$ cat config.mk
export PLATFORM = sky130hd
export DESIGN_NAME = pt_xlat_tlb
export DESIGN_NICKNAME = d
export VERILOG_FILES = /design/src/rtl/pt_xlat_pkg.sv /design/src/rtl/pt_xlat_win_dec.sv /design/src/rtl/pt_xlat_entry.sv /design/src/rtl/pt_xlat_pick.sv /design/src/rtl/pt_xlat_tlb.sv
export SDC_FILE = /design/constraint.sdc
export NUM_CORES = 1
export LEC_CHECK = 0
export BUFFER_PORTS_ARGS = -buffer_cell sky130_fd_sc_hd__buf_2
export CAP_MARGIN = 20
export CORE_MARGIN = 1.5
export CORE_UTILIZATION = 40
export CTS_CLUSTER_SIZE = 12
export DETAILED_ROUTE_END_ITERATION = 8
export PLACE_DENSITY = 0.68
export SLEW_MARGIN = 20
export SYNTH_ARGS = -nofsm -noshare
export SYNTH_HDL_FRONTEND = slang
export SYNTH_SLANG_ARGS = --single-unit
$ cat constraint.sdc
create_clock -name clk -period 6.4 [get_ports clk]
set_input_delay 0.64 -clock clk [delete_from_list [all_inputs] [get_ports clk]]
set_output_delay 0.64 -clock clk [all_outputs]
set_load 0.1 [all_outputs]
$ cat src/rtl/pt_xlat_pkg.sv
package pt_xlat_pkg;

   // selects which word of an entry a window store targets
   typedef enum logic {
      FLD_TAG  = 1'b0,
      FLD_PAGE = 1'b1
   } xlat_fld_e;

   // ceil(log2(n)), never below 1, for index widths
   function automatic int idx_width(input int n);
      int w;
      w = 1;
      while ((1 << w) < n) w++;
      return w;
   endfunction

endpackage

$ cat src/rtl/pt_xlat_win_dec.sv
module pt_xlat_win_dec
   import pt_xlat_pkg::*;
#(
   parameter int          ADDR_W   = 32,
   parameter int          N_ENT    = 4,
   parameter logic [31:0] WIN_BASE = 32'h2000_00A0
) (
   input  logic              cfg_we,
   input  logic [ADDR_W-1:0] cfg_addr,
   output logic [N_ENT-1:0]  ent_we,
   output xlat_fld_e         fld
);
   localparam logic [ADDR_W-1:0] SPAN = ADDR_W'(N_ENT * 8);
   localparam logic [ADDR_W-1:0] BASE = ADDR_W'(WIN_BASE);

   logic [ADDR_W-1:0] offs;
   logic [ADDR_W-1:0] slot;
   logic              in_win;

   always_comb begin
      offs   = cfg_addr - BASE;
      slot   = offs >> 3;
      in_win = (cfg_addr >= BASE) && (offs < SPAN) && (cfg_addr[1:0] == 2'b00);
      fld    = offs[2] ? FLD_PAGE : FLD_TAG;
   end

   for (genvar i = 0; i < N_ENT; i++) begin : g_sel
      assign ent_we[i] = cfg_we && in_win && (slot == ADDR_W'(i));
   end

endmodule

$ cat src/rtl/pt_xlat_entry.sv
module pt_xlat_entry
   import pt_xlat_pkg::*;
#(
   parameter int ADDR_W    = 32,
   parameter int PAGE_BITS = 12,
   localparam int PG_W     = ADDR_W - PAGE_BITS
) (
   input  logic              clk,
   input  logic              rst_n,
   input  logic              we,
   input  xlat_fld_e         fld,
   input  logic [ADDR_W-1:0] wdata,
   input  logic [ADDR_W-1:0] key,
   input  logic              lk_write,
   output logic              hit,
   output logic [PG_W-1:0]   page
);
   logic [ADDR_W-1:0] tag_q;
   logic [PG_W-1:0]   page_q;

   always_ff @(posedge clk or negedge rst_n) begin
      if (!rst_n) begin
         tag_q  <= '0;
         page_q <= '0;
      end else if (we) begin
         if (fld == FLD_TAG) tag_q <= wdata;
         else                page_q <= wdata[ADDR_W-1:PAGE_BITS];
      end
   end

   always_comb begin
      hit  = ({tag_q[ADDR_W-1:1], 1'b0} == key) && (!lk_write || tag_q[0]);
      page = page_q;
   end

endmodule

$ cat src/rtl/pt_xlat_pick.sv
module pt_xlat_pick #(
   parameter int N_ENT = 4,
   parameter int PG_W  = 20
) (
   input  logic [N_ENT-1:0]           hits,
   input  logic [N_ENT-1:0][PG_W-1:0] pages,
   output logic                       any_hit,
   output logic [PG_W-1:0]            page_sel
);
   always_comb begin
      any_hit  = |hits;
      page_sel = '0;
      // scan downward so the lowest matching index is written last
      for (int i = N_ENT - 1; i >= 0; i--) begin
         if (hits[i]) page_sel = pages[i];
      end
   end
endmodule

$ cat src/rtl/pt_xlat_tlb.sv
module pt_xlat_tlb
   import pt_xlat_pkg::*;
#(
   parameter int          ADDR_W    = 32,
   parameter int          N_ENT     = 4,
   parameter int          PAGE_BITS = 12,
   parameter int          PID_W     = 8,
   parameter logic [31:0] WIN_BASE  = 32'h2000_00A0
) (
   input  logic              clk,
   input  logic              rst_n,
   input  logic              cfg_we,
   input  logic [ADDR_W-1:0] cfg_addr,
   input  logic [ADDR_W-1:0] cfg_wdata,
   input  logic              lk_valid,
   input  logic [ADDR_W-1:0] lk_vaddr,
   input  logic              lk_write,
   input  logic [PID_W-1:0]  lk_pid,
   input  logic              lk_user,
   output logic [ADDR_W-1:0] lk_paddr,
   output logic              lk_miss,
   output logic [ADDR_W-1:0] fault_addr,
   output logic              mmu_irq
);
   localparam int PG_W = ADDR_W - PAGE_BITS;

   if (PID_W + 1 > PAGE_BITS) begin : g_bad_pid
      $error("process number does not fit in the page offset");
   end
   if (N_ENT < 1) begin : g_bad_ent
      $error("need at least one entry");
   end
   if (WIN_BASE[2:0] != 3'b000) begin : g_bad_base
      $error("window base must be 8-byte aligned");
   end

   xlat_fld_e                   fld;
   logic [N_ENT-1:0]            ent_we;
   logic [N_ENT-1:0]            hits;
   logic [N_ENT-1:0][PG_W-1:0]  pages;
   logic [ADDR_W-1:0]           key;
   logic [PAGE_BITS-1:0]        key_lo;
   logic                        any_hit;
   logic [PG_W-1:0]             page_sel;
   logic                        xlate_en;

   pt_xlat_win_dec #(
      .ADDR_W(ADDR_W), .N_ENT(N_ENT), .WIN_BASE(WIN_BASE)
   ) u_dec (
      .cfg_we(cfg_we), .cfg_addr(cfg_addr), .ent_we(ent_we), .fld(fld)
   );

   always_comb begin
      key_lo          = '0;
      key_lo[PID_W:1] = lk_pid;
      key             = {lk_vaddr[ADDR_W-1:PAGE_BITS], key_lo};
      xlate_en        = lk_user && (lk_pid != '0);
   end

   for (genvar i = 0; i < N_ENT; i++) begin : g_ent
      pt_xlat_entry #(
         .ADDR_W(ADDR_W), .PAGE_BITS(PAGE_BITS)
      ) u_ent (
         .clk(clk), .rst_n(rst_n), .we(ent_we[i]), .fld(fld),
         .wdata(cfg_wdata), .key(key), .lk_write(lk_write),
         .hit(hits[i]), .page(pages[i])
      );
   end

   pt_xlat_pick #(
      .N_ENT(N_ENT), .PG_W(PG_W)
   ) u_pick (
      .hits(hits), .pages(pages), .any_hit(any_hit), .page_sel(page_sel)
   );

   always_comb begin
      lk_miss  = lk_valid && xlate_en && !any_hit;
      lk_paddr = (xlate_en && any_hit) ? {page_sel, lk_vaddr[PAGE_BITS-1:0]} : lk_vaddr;
   end

   always_ff @(posedge clk or negedge rst_n) begin
      if (!rst_n) begin
         fault_addr <= '0;
         mmu_irq    <= 1'b0;
      end else begin
         mmu_irq <= lk_miss;
         if (lk_miss) fault_addr <= {lk_vaddr[ADDR_W-1:PAGE_BITS], {PAGE_BITS{1'b0}}};
      end
   end

endmodule

==> results_dict.tcl, run 1 <==
set metrics [dict create \
    ys_async_sr_fraction 1.00 \
    maxCapViolCount 0 \
    final_antenna_net_count 0 \
    r2r_slack_ns 3.49 \
    swShare 0.290 \
    grt_overflow 0 \
    reg2reg_to "fault_addr[13]" \
    clock_latency_ns 0.53 \
    syn_inst 941 \
    hpwl_mm 20.5 \
    synth_seq_cells 229 \
    p_sw_uw 952 \
    status "finished clean" \
    cts-htree-levels 1 \
    cts_tree "built" \
    fill_cells 2622 \
    power.density_nw_per_um2 250 \
    ctsResizeCount 0 \
    io_buffers 139 \
    grt_pass1_vias 7947 \
    cts_buffers 25 \
    multiInputGateArea_sq_um 5330 \
    first_iter_violations 531 \
    clk_pin_slew_worst_paths_ns 0.06 \
    rsz0062_at_grt "false" \
    num_rows 61 \
    arrival_ns 3.94 \
    diodes 0 \
    synth_edf_count 0 \
    clkPwrFrac 0.408 \
    finalHoldWorstSlack_ns 0.0936 \
    ys_seq_area_frac 0.498 \
    setup_viol 0 \
    ios 176 \
    p_seq_frac 0.450 \
    pwr-share-comb 0.142 \
    synth_area_per_cell_sq_um 12.2 \
    peakVddDrop_mv 0.163 \
    grt_max_degree 152 \
    hold_buffers 0 \
    cts_sinks 229 \
    vias 7761 \
    period_minus_slack_ns 4.58 \
    root_buffer "clkbuf_16" \
    die_y_um 173 \
    drive_gt1_frac 0.411 \
    fin_skew_ns 0.0191 \
    tns_ns 0 \
    dominantRegCellSynth "dfrtp_1" \
    p_int_uw 2330 \
    antenna_found_initial 0 \
    fin_crit_sh 0.716 \
    crit_fanout 21 \
    relSlewSlack 0.360 \
    startpoint_type "flip-flop" \
    initial_utilization 0.410 \
    maxSlewViolCount 0 \
    worst_pin_slew_ns 0.960 \
    cts_setup_buffers 0 \
    startpoint "g_ent[3].u_ent.tag_q[7]" \
    wirelength_mm 29.5 \
    path_class "flip-flop to primary output" \
    hold_viol 0 \
    clock_path_buffers 3 \
    worstPathRequired_ns 5.76 \
    hold_class "primary input to asynchronous set/reset pin" \
    seqCellArea_sq_um 5730 \
    synth.cell_area_sq_um 11500 \
    nets 1151 \
    gp_congestion 0.832 \
    areaGrowthSynthToFinish_pct 14.2 \
    reg2regPathDepth 8 \
    routedWlPerCell_um 20.6 \
    die_w_um 173 \
    ys_warn_count 0 \
    r2r-start "g_ent[2].u_ent.tag_q[0]" \
    synth_cell_types 50 \
    viasPerCell 5.43 \
    fmax_mhz 218 \
    drtPass1Iterations 4 \
    core_area_sq_um 28100 \
    drc_errors 0 \
    leakagePower_uw 0.00604 \
    grt_pass1_wl_mm 46.2 \
    endpoint_kind "primary output" \
    gr-usage-all-layers 0.197 \
    die-area_sq_um 29800 \
]
cells in the mapped netlist (all sizes together) (2+ instances only):
cell type  count  area share
nand4b         2      0.0015
o21ai          8      0.0035
o2111ai        2      0.0030
ha             2      0.0022
xor2          11      0.0084
nand2b         4      0.0022
nor4          19       0.014
or4            7      0.0046
dfrtp        229        0.50
nand2         44       0.014
and3           2      0.0011
and4           2      0.0015
a311o         20       0.017
nand4         52       0.028
nor3          11      0.0048
a211o          2      0.0015
clkbuf        50       0.016
inv            6      0.0020
xnor2        102       0.078
mux2         228        0.22
nor2          49       0.016
o21a           3      0.0020
a31oi         20       0.011
buf           46       0.031
power by group through the flow:
stage / combinational (uW) / clock, uW / sequential [uW]
global route: 488 / 1430 / 1480
CTS: 469 / 1360 / 1480
finish: 466 / 1340 / 1480
detailed placement: 468 / 0 / 1500
floorplan: 217 / 0 / 1650
global placement: 467 / 0 / 1500
state kept, by name (all words and copies together) (netlist names):
| register | count |
|---|---|
| g_ent.u_ent.tag_q | 128 |
| mmu_irq | 1 |
| fault_addr | 20 |
| g_ent.u_ent.page | 80 |
worst max-delay path by stage:
stage	to	slack, ns
finish	lk_paddr[27]	1.82
global route	lk_paddr[27]	1.61
CTS	lk_paddr[27]	1.80
detailed placement	lk_paddr[27]	1.92
global placement	lk_paddr[27]	1.94
floorplan	lk_paddr[12]	1.92
metal layers:
metal | track usage | share of wire | vias to the layer above
met1 | 0.266 | 0.44 | 3967
met3 | 0.0402 | 0.063 | 42
met2 | 0.323 | 0.48 | 219
met5 | 0 | 0 | -
li1 | - | - | 3533
met4 | 0.0533 | 0.019 | 0
cells by family (layout without fill, tap and decap cells):
family / count (synthesis) / in the layout / share of synthesized area
flip-flops: 229 / 229 / 0.498
multiplexers: 228 / 228 / 0.223
AND/OR/NAND/NOR: 201 / 201 / 0.0957
XOR/XNOR: 113 / 113 / 0.0860
buffers and inverters: 102 / 202 / 0.0491
AO/OA/AOI/OAI: 65 / 65 / 0.0460
adder cells (fa/ha/maj): 2 / 2 / 0.00217
other: 1 / 12 / 0.000326
placed cells by master (no fill, tap or decap), drive strengths merged, types with 2 or more instances in the layout:
cell type  netlist  routed
a211o            2       2
ha               2       2
nand2           44      44
xnor2          102     102
nand4           52      52
dfrtp          229     229
or4              7       7
and4             2       2
o21ai            8       8
buf             46     156
inv              6       7
nor3            11      11
nor4            19      19
xor2            11      11
a31oi           20      20
nand4b           2       2
o21a             3       3
a311o           20      20
o2111ai          2       2
conb             1      12
nand2b           4       4
clkinv           0       5
mux2           228     228
nor2            49      49
and3             2       2
clkbuf          50      34
cell type report:
class,count,area share
clock buffers,34,0.0540
inverters,6,0.00171
flip-flops and latches,229,0.436
repair buffers,156,0.0643
well taps,378,0.0360
clock inverters,6,0.00314
multi-input cells,621,0.405
stage by stage:
stage	util	power [uW]	worst slack, ns	area [sq um]	cells
floorplan	-	1860	1.92	11600	952
global placement	0.441	1970	1.94	12400	1390
detailed placement	0.441	1970	1.92	12400	1390
CTS	0.468	3310	1.80	13100	1430
global route	0.468	3390	1.61	13100	1430
finish	0.468	3280	1.82	13100	1430
worst max-delay path, stage by stage (launching register included):
cell     delay, ns
dfrtp_1       0.39
xnor2_1       0.30
nand4_1       0.20
nor4_2        0.26
buf_4         0.32
nand2_1       0.16
a41oi_4       0.67
buf_4         0.36
nor2_1        0.06
a31oi_1       0.21
buf_2         0.47
(Power assumes the default switching activity.)
==> run 2: changes to the inputs <==
- clock period: 6.4 -> 4.65 ns (I/O delays scaled with it)
==> results_dict.tcl, run 2 (synthesized netlist as in run 1, its figures left out) <==
set metrics [dict create \
    cts_buffers 24 \
    ctsResizeCount 0 \
    drc_errors 0 \
    power.density_nw_per_um2 339 \
    fin_crit_sh 0.861 \
    cts-htree-levels 1 \
    wirelength_mm 29.7 \
    root_buffer "clkbuf_16" \
    ios 176 \
    die-area_sq_um 29800 \
    nets 1158 \
    clkPwrFrac 0.406 \
    hold_buffers 0 \
    p_seq_frac 0.449 \
    gr-usage-all-layers 0.201 \
    maxSlewViolCount 0 \
    areaGrowthSynthToFinish_pct 16.1 \
    dpl-instance-area_sq_um 12600 \
    largest_reg_flops 128 \
    swShare 0.283 \
    routedWlPerCell_um 20.7 \
    top_register "g_ent.u_ent.tag_q" \
    num_rows 61 \
    period_minus_slack_ns 4.00 \
    final_common_cell "dfrtp_1" \
    worstPathRequired_ns 4.18 \
    crit_fanout 12 \
    worst_pin_slew_ns 0.876 \
    arrival_ns 3.54 \
    vias 7812 \
    final_antenna_net_count 0 \
    fill_cells 2607 \
    startpoint_type "flip-flop" \
    io_buffers 139 \
    fmax_mhz 250 \
    die_w_um 173 \
    core_area_sq_um 28100 \
    leakagePower_uw 0.00612 \
    drive_gt1_frac 0.413 \
    initial_utilization 0.410 \
    gp_congestion 0.910 \
    diodes 0 \
    p_sw_uw 1280 \
    clock_path_buffers 3 \
    cts_setup_buffers 0 \
    fin_skew_ns 0.00856 \
    grt_max_degree 111 \
    rsz0062_at_grt "false" \
    pwr-share-comb 0.145 \
    startpoint "g_ent[2].u_ent.tag_q[20]" \
    drtPass1Iterations 4 \
    viasPerCell 5.44 \
    clock_latency_ns 0.51 \
    setup_viol 0 \
    path_class "flip-flop to primary output" \
    r2r-start "g_ent[1].u_ent.tag_q[21]" \
    grt_pass1_wl_mm 47.4 \
    status "finished clean" \
    final_cell_mix "229 x dfrtp_1, 224 x mux2_2, 128 x buf_2, 102 x xnor2_1, 52 x nand4_1" \
    hpwl_mm 21.0 \
    hold_class "primary input to asynchronous set/reset pin" \
    endpoint_kind "primary output" \
    tns_ns 0 \
    grt_pass1_vias 8117 \
    cts_tree "built" \
    die_y_um 173 \
    hold_viol 0 \
    maxCapViolCount 0 \
    peakVddDrop_mv 0.243 \
    antenna_found_initial 0 \
    relSlewSlack 0.416 \
    grt_overflow 0 \
    final_cell_area_sq_um 13400 \
    clk_pin_slew_worst_paths_ns 0.06 \
    cts_sinks 229 \
    first_iter_violations 467 \
    p_int_uw 3250 \
]
run 2: worst max-delay path: stages, from the launching register on:
cell	delay (ns)
dfrtp_1	0.38
xnor2_1	0.22
nand4_1	0.22
nor4_1	0.40
and4_1	0.55
buf_12	0.21
nand2_1	0.06
a311o_1	0.30
a31oi_1	0.21
buf_2	0.46
run 2: metrics by stage:
| stage | cells | util | worst slack, ns | hold slack, ns | total power [uW] |
|---|---|---|---|---|---|
| global route | 1437 | 0.476 | 0.507 | 0.0846 | 4700 |
| finish | 1437 | 0.476 | 0.647 | 0.00956 | 4530 |
| CTS | 1437 | 0.476 | 0.629 | 0.0587 | 4580 |
| global placement | 1398 | 0.449 | 0.987 | 0.484 | 2730 |
| floorplan | 952 | - | 0.519 | 0.169 | 2560 |
| detailed placement | 1398 | 0.449 | 0.911 | 0.491 | 2730 |
run 2: area by class of cell:
| cell class | count | area (sq um) | share of cell area |
|---|---|---|---|
| well taps | 378 | 473 | 0.0354 |
| clock inverters | 1 | 5.00 | 0.000375 |
| clock buffers | 38 | 744 | 0.0557 |
| flip-flops and latches | 229 | 5730 | 0.429 |
| repair buffers | 164 | 1070 | 0.0800 |
| multi-input cells | 621 | 5320 | 0.398 |
| inverters | 6 | 22.5 | 0.00169 |
run 2: per-layer routing:
layer  routed length, um  global-route usage  vias up
met3                1740              0.0328       36
met5                   0                   0        -
met4                 492              0.0504        0
met1               13400               0.280     4009
li1                    -                   -     3522
met2               14100               0.327      245
run 2: worst paths after layout:
check,to,slack (ns),cells past startpoint
setup / recovery,lk_paddr[20],0.65,9
hold / removal,g_ent[2].u_ent.page[3],0.01,1
setup reg to reg,fault_addr[19],1.94,9
hold reg to reg,fault_addr[20],0.50,1
max in group asynchronous,g_ent[0].u_ent.tag_q[17],3.61,2
min in group clk,g_ent[2].u_ent.tag_q[1],0.23,2
run 2: power by group through the flow:
stage | logic, uW | clock network (uW) | registers (uW)
2_1_floorplan | 299 | 0 | 2260
3_3_place_gp | 658 | 0 | 2070
3_5_place_dp | 661 | 0 | 2070
4_1_cts | 662 | 1880 | 2030
5_1_grt | 689 | 1980 | 2040
6_report | 657 | 1840 | 2030
==> run 3: changes to the inputs <==
- CELL_PAD_IN_SITES_DETAIL_PLACEMENT: unset -> 1
- CELL_PAD_IN_SITES_GLOBAL_PLACEMENT: unset -> 1
- PLACE_DENSITY: 0.68 -> 0.79
==> results_dict.tcl, run 3 (synthesized netlist as in run 1, its figures left out) <==
set metrics [dict create \
    grt_pass1_wl_mm 53.5 \
    clock_path_buffers 3 \
    status "finished, violations left" \
    cts_buffers 25 \
    num_rows 61 \
    grt_overflow 0 \
    fmax_mhz 243 \
    cts-htree-levels 1 \
    ios 176 \
    final_common_cell "dfrtp_1" \
    rsz0062_at_grt "false" \
    routedWlPerCell_um 23.2 \
    ctsResizeCount 0 \
    cts_sinks 229 \
    vias 7965 \
    initial_utilization 0.410 \
    cpMostUsedCell "nand4_1" \
    maxSlewViolCount 0 \
    tns_ns 0 \
    maxCapViolCount 0 \
    leakagePower_uw 0.00610 \
    arrival_ns 3.65 \
    finalHoldWorstSlack_ns -0.00500 \
    die-area_sq_um 29800 \
    hold_buffers 0 \
    worstPathRequired_ns 4.18 \
    totalPowerFinal_uw 4560 \
    diodes 0 \
    final_cell_mix "229 x dfrtp_1, 224 x mux2_2, 128 x buf_2, 102 x xnor2_1, 52 x nand4_1" \
    drtPass1Iterations 4 \
    cpPeakStageDelay_ns 0.61 \
    multiInputGateArea_sq_um 5320 \
    reg2regPathDepth 9 \
    grt_pass1_vias 8808 \
    peakVddDrop_mv 0.221 \
    top_register "g_ent.u_ent.tag_q" \
    antenna_found_initial 0 \
    clock_latency_ns 0.51 \
    r2r_slack_ns 1.73 \
    largest_reg_flops 128 \
    crit_fanout 20 \
    fill_cells 2976 \
    areaGrowthSynthToFinish_pct 15.8 \
    grt.busiest_layer "met2" \
    place_inst 1394 \
    viasPerCell 5.55 \
    fin_crit_sh 0.886 \
    drive_gt1_frac 0.411 \
    startpoint_type "flip-flop" \
    gp_congestion 0.853 \
    endpoint_kind "primary output" \
    io_buffers 139 \
    grtUsageMet3 0.0367 \
    fin_skew_ns 0.00983 \
    final_cells 1435 \
    setup_slack_ns 0.531 \
    grtUsageMet1 0.301 \
    nets 1155 \
    period_minus_slack_ns 4.12 \
    die_w_um 173 \
    core_area_sq_um 28100 \
    use_met2 0.384 \
    final_antenna_net_count 0 \
    path_class "flip-flop to primary output" \
    seqCellArea_sq_um 5730 \
    root_buffer "clkbuf_16" \
    die_y_um 173 \
    setup_viol 0 \
    cts_setup_buffers 0 \
    drc_errors 0 \
    cp_slowest_cell "a41oi_4" \
    first_iter_violations 605 \
    clk_pin_slew_worst_paths_ns 0.06 \
    relSlewSlack 0.321 \
    worst_pin_slew_ns 1.02 \
    cts_tree "built" \
    grt_max_degree 126 \
    path_cells "xnor2_1, nand4_1, nor4_1, nand4_1, a41oi_4, buf_12, nor2_1, a31oi_1, buf_2" \
    hold_class "primary input to asynchronous set/reset pin" \
    place_ws_ns 0.824 \
    wirelength_mm 33.3 \
    hold_viol 2 \
    power.density_nw_per_um2 342 \
    violations "hold timing" \
    hpwl_mm 22.8 \
    gr-usage-all-layers 0.228 \
]
run 3: cell types whose count changed in the layout (fill, tap and decap cells not counted):
cell | before | now
clkinv_4 | 0 | 2
clkinv_2 | 1 | 2
clkbuf_1 | 6 | 7
clkbuf_8 | 7 | 5
buf_4 | 23 | 19
run 3: worst max-delay path: cells and delay by family (launching register included):
kind | cells | cell delay [ns]
AOI/OAI and AO/OA | 2 | 0.77
xor gates and xnor gates | 1 | 0.33
buffers and inverters | 2 | 0.67
DFF | 1 | 0.40
and+or+nand+nor | 4 | 0.97
run 3: report_power, final:
part	internal (uW)	leakage, uW	switching, uW
combinational	141	0.00258	523
clock	1060	0.000368	796
sequential	2020	0.00316	15.1
run 3: worst paths after layout:
path	startpoint	to
worst max-delay path	g_ent[2].u_ent.tag_q[4]	lk_paddr[31]
worst min register to register	fault_addr[12]	fault_addr[12]
max in group asynchronous	rst_n	g_ent[3].u_ent.tag_q[23]
worst min-delay path	rst_n	g_ent[2].u_ent.page[5]
worst max register to register	g_ent[2].u_ent.tag_q[4]	fault_addr[21]
min in group clk	cfg_wdata[1]	g_ent[2].u_ent.tag_q[1]
run 3: layout make-up:
class                           count  area share
Multi-Input combinational cell    621       0.399
Clock buffer                       37      0.0541
Inverter                            6     0.00169
Timing Repair Buffer              160      0.0779
Clock inverter                      4     0.00206
Sequential cell                   229       0.430
Tap cell                          378      0.0355
run 3: stage by stage:
| stage | area (sq um) | utilization | hold slack (ns) |
|---|---|---|---|
| CTS | 13300 | 0.475 | 0.109 |
| global route | 13300 | 0.475 | 0.121 |
| floorplan | 11600 | - | 0.169 |
| finish | 13300 | 0.475 | -0.00500 |
| global placement | 12600 | 0.448 | 0.484 |
| detailed placement | 12600 | 0.448 | 0.490 |
run 3: metal layers:
layer / wire length [um] / vias to the layer above / part of all wire
met1: 14300 / 4165 / 0.43
met2: 16200 / 221 / 0.49
met4: 1000 / 0 / 0.030
li1: - / 3516 / -
met5: 0 / - / 0
met3: 1750 / 63 / 0.052
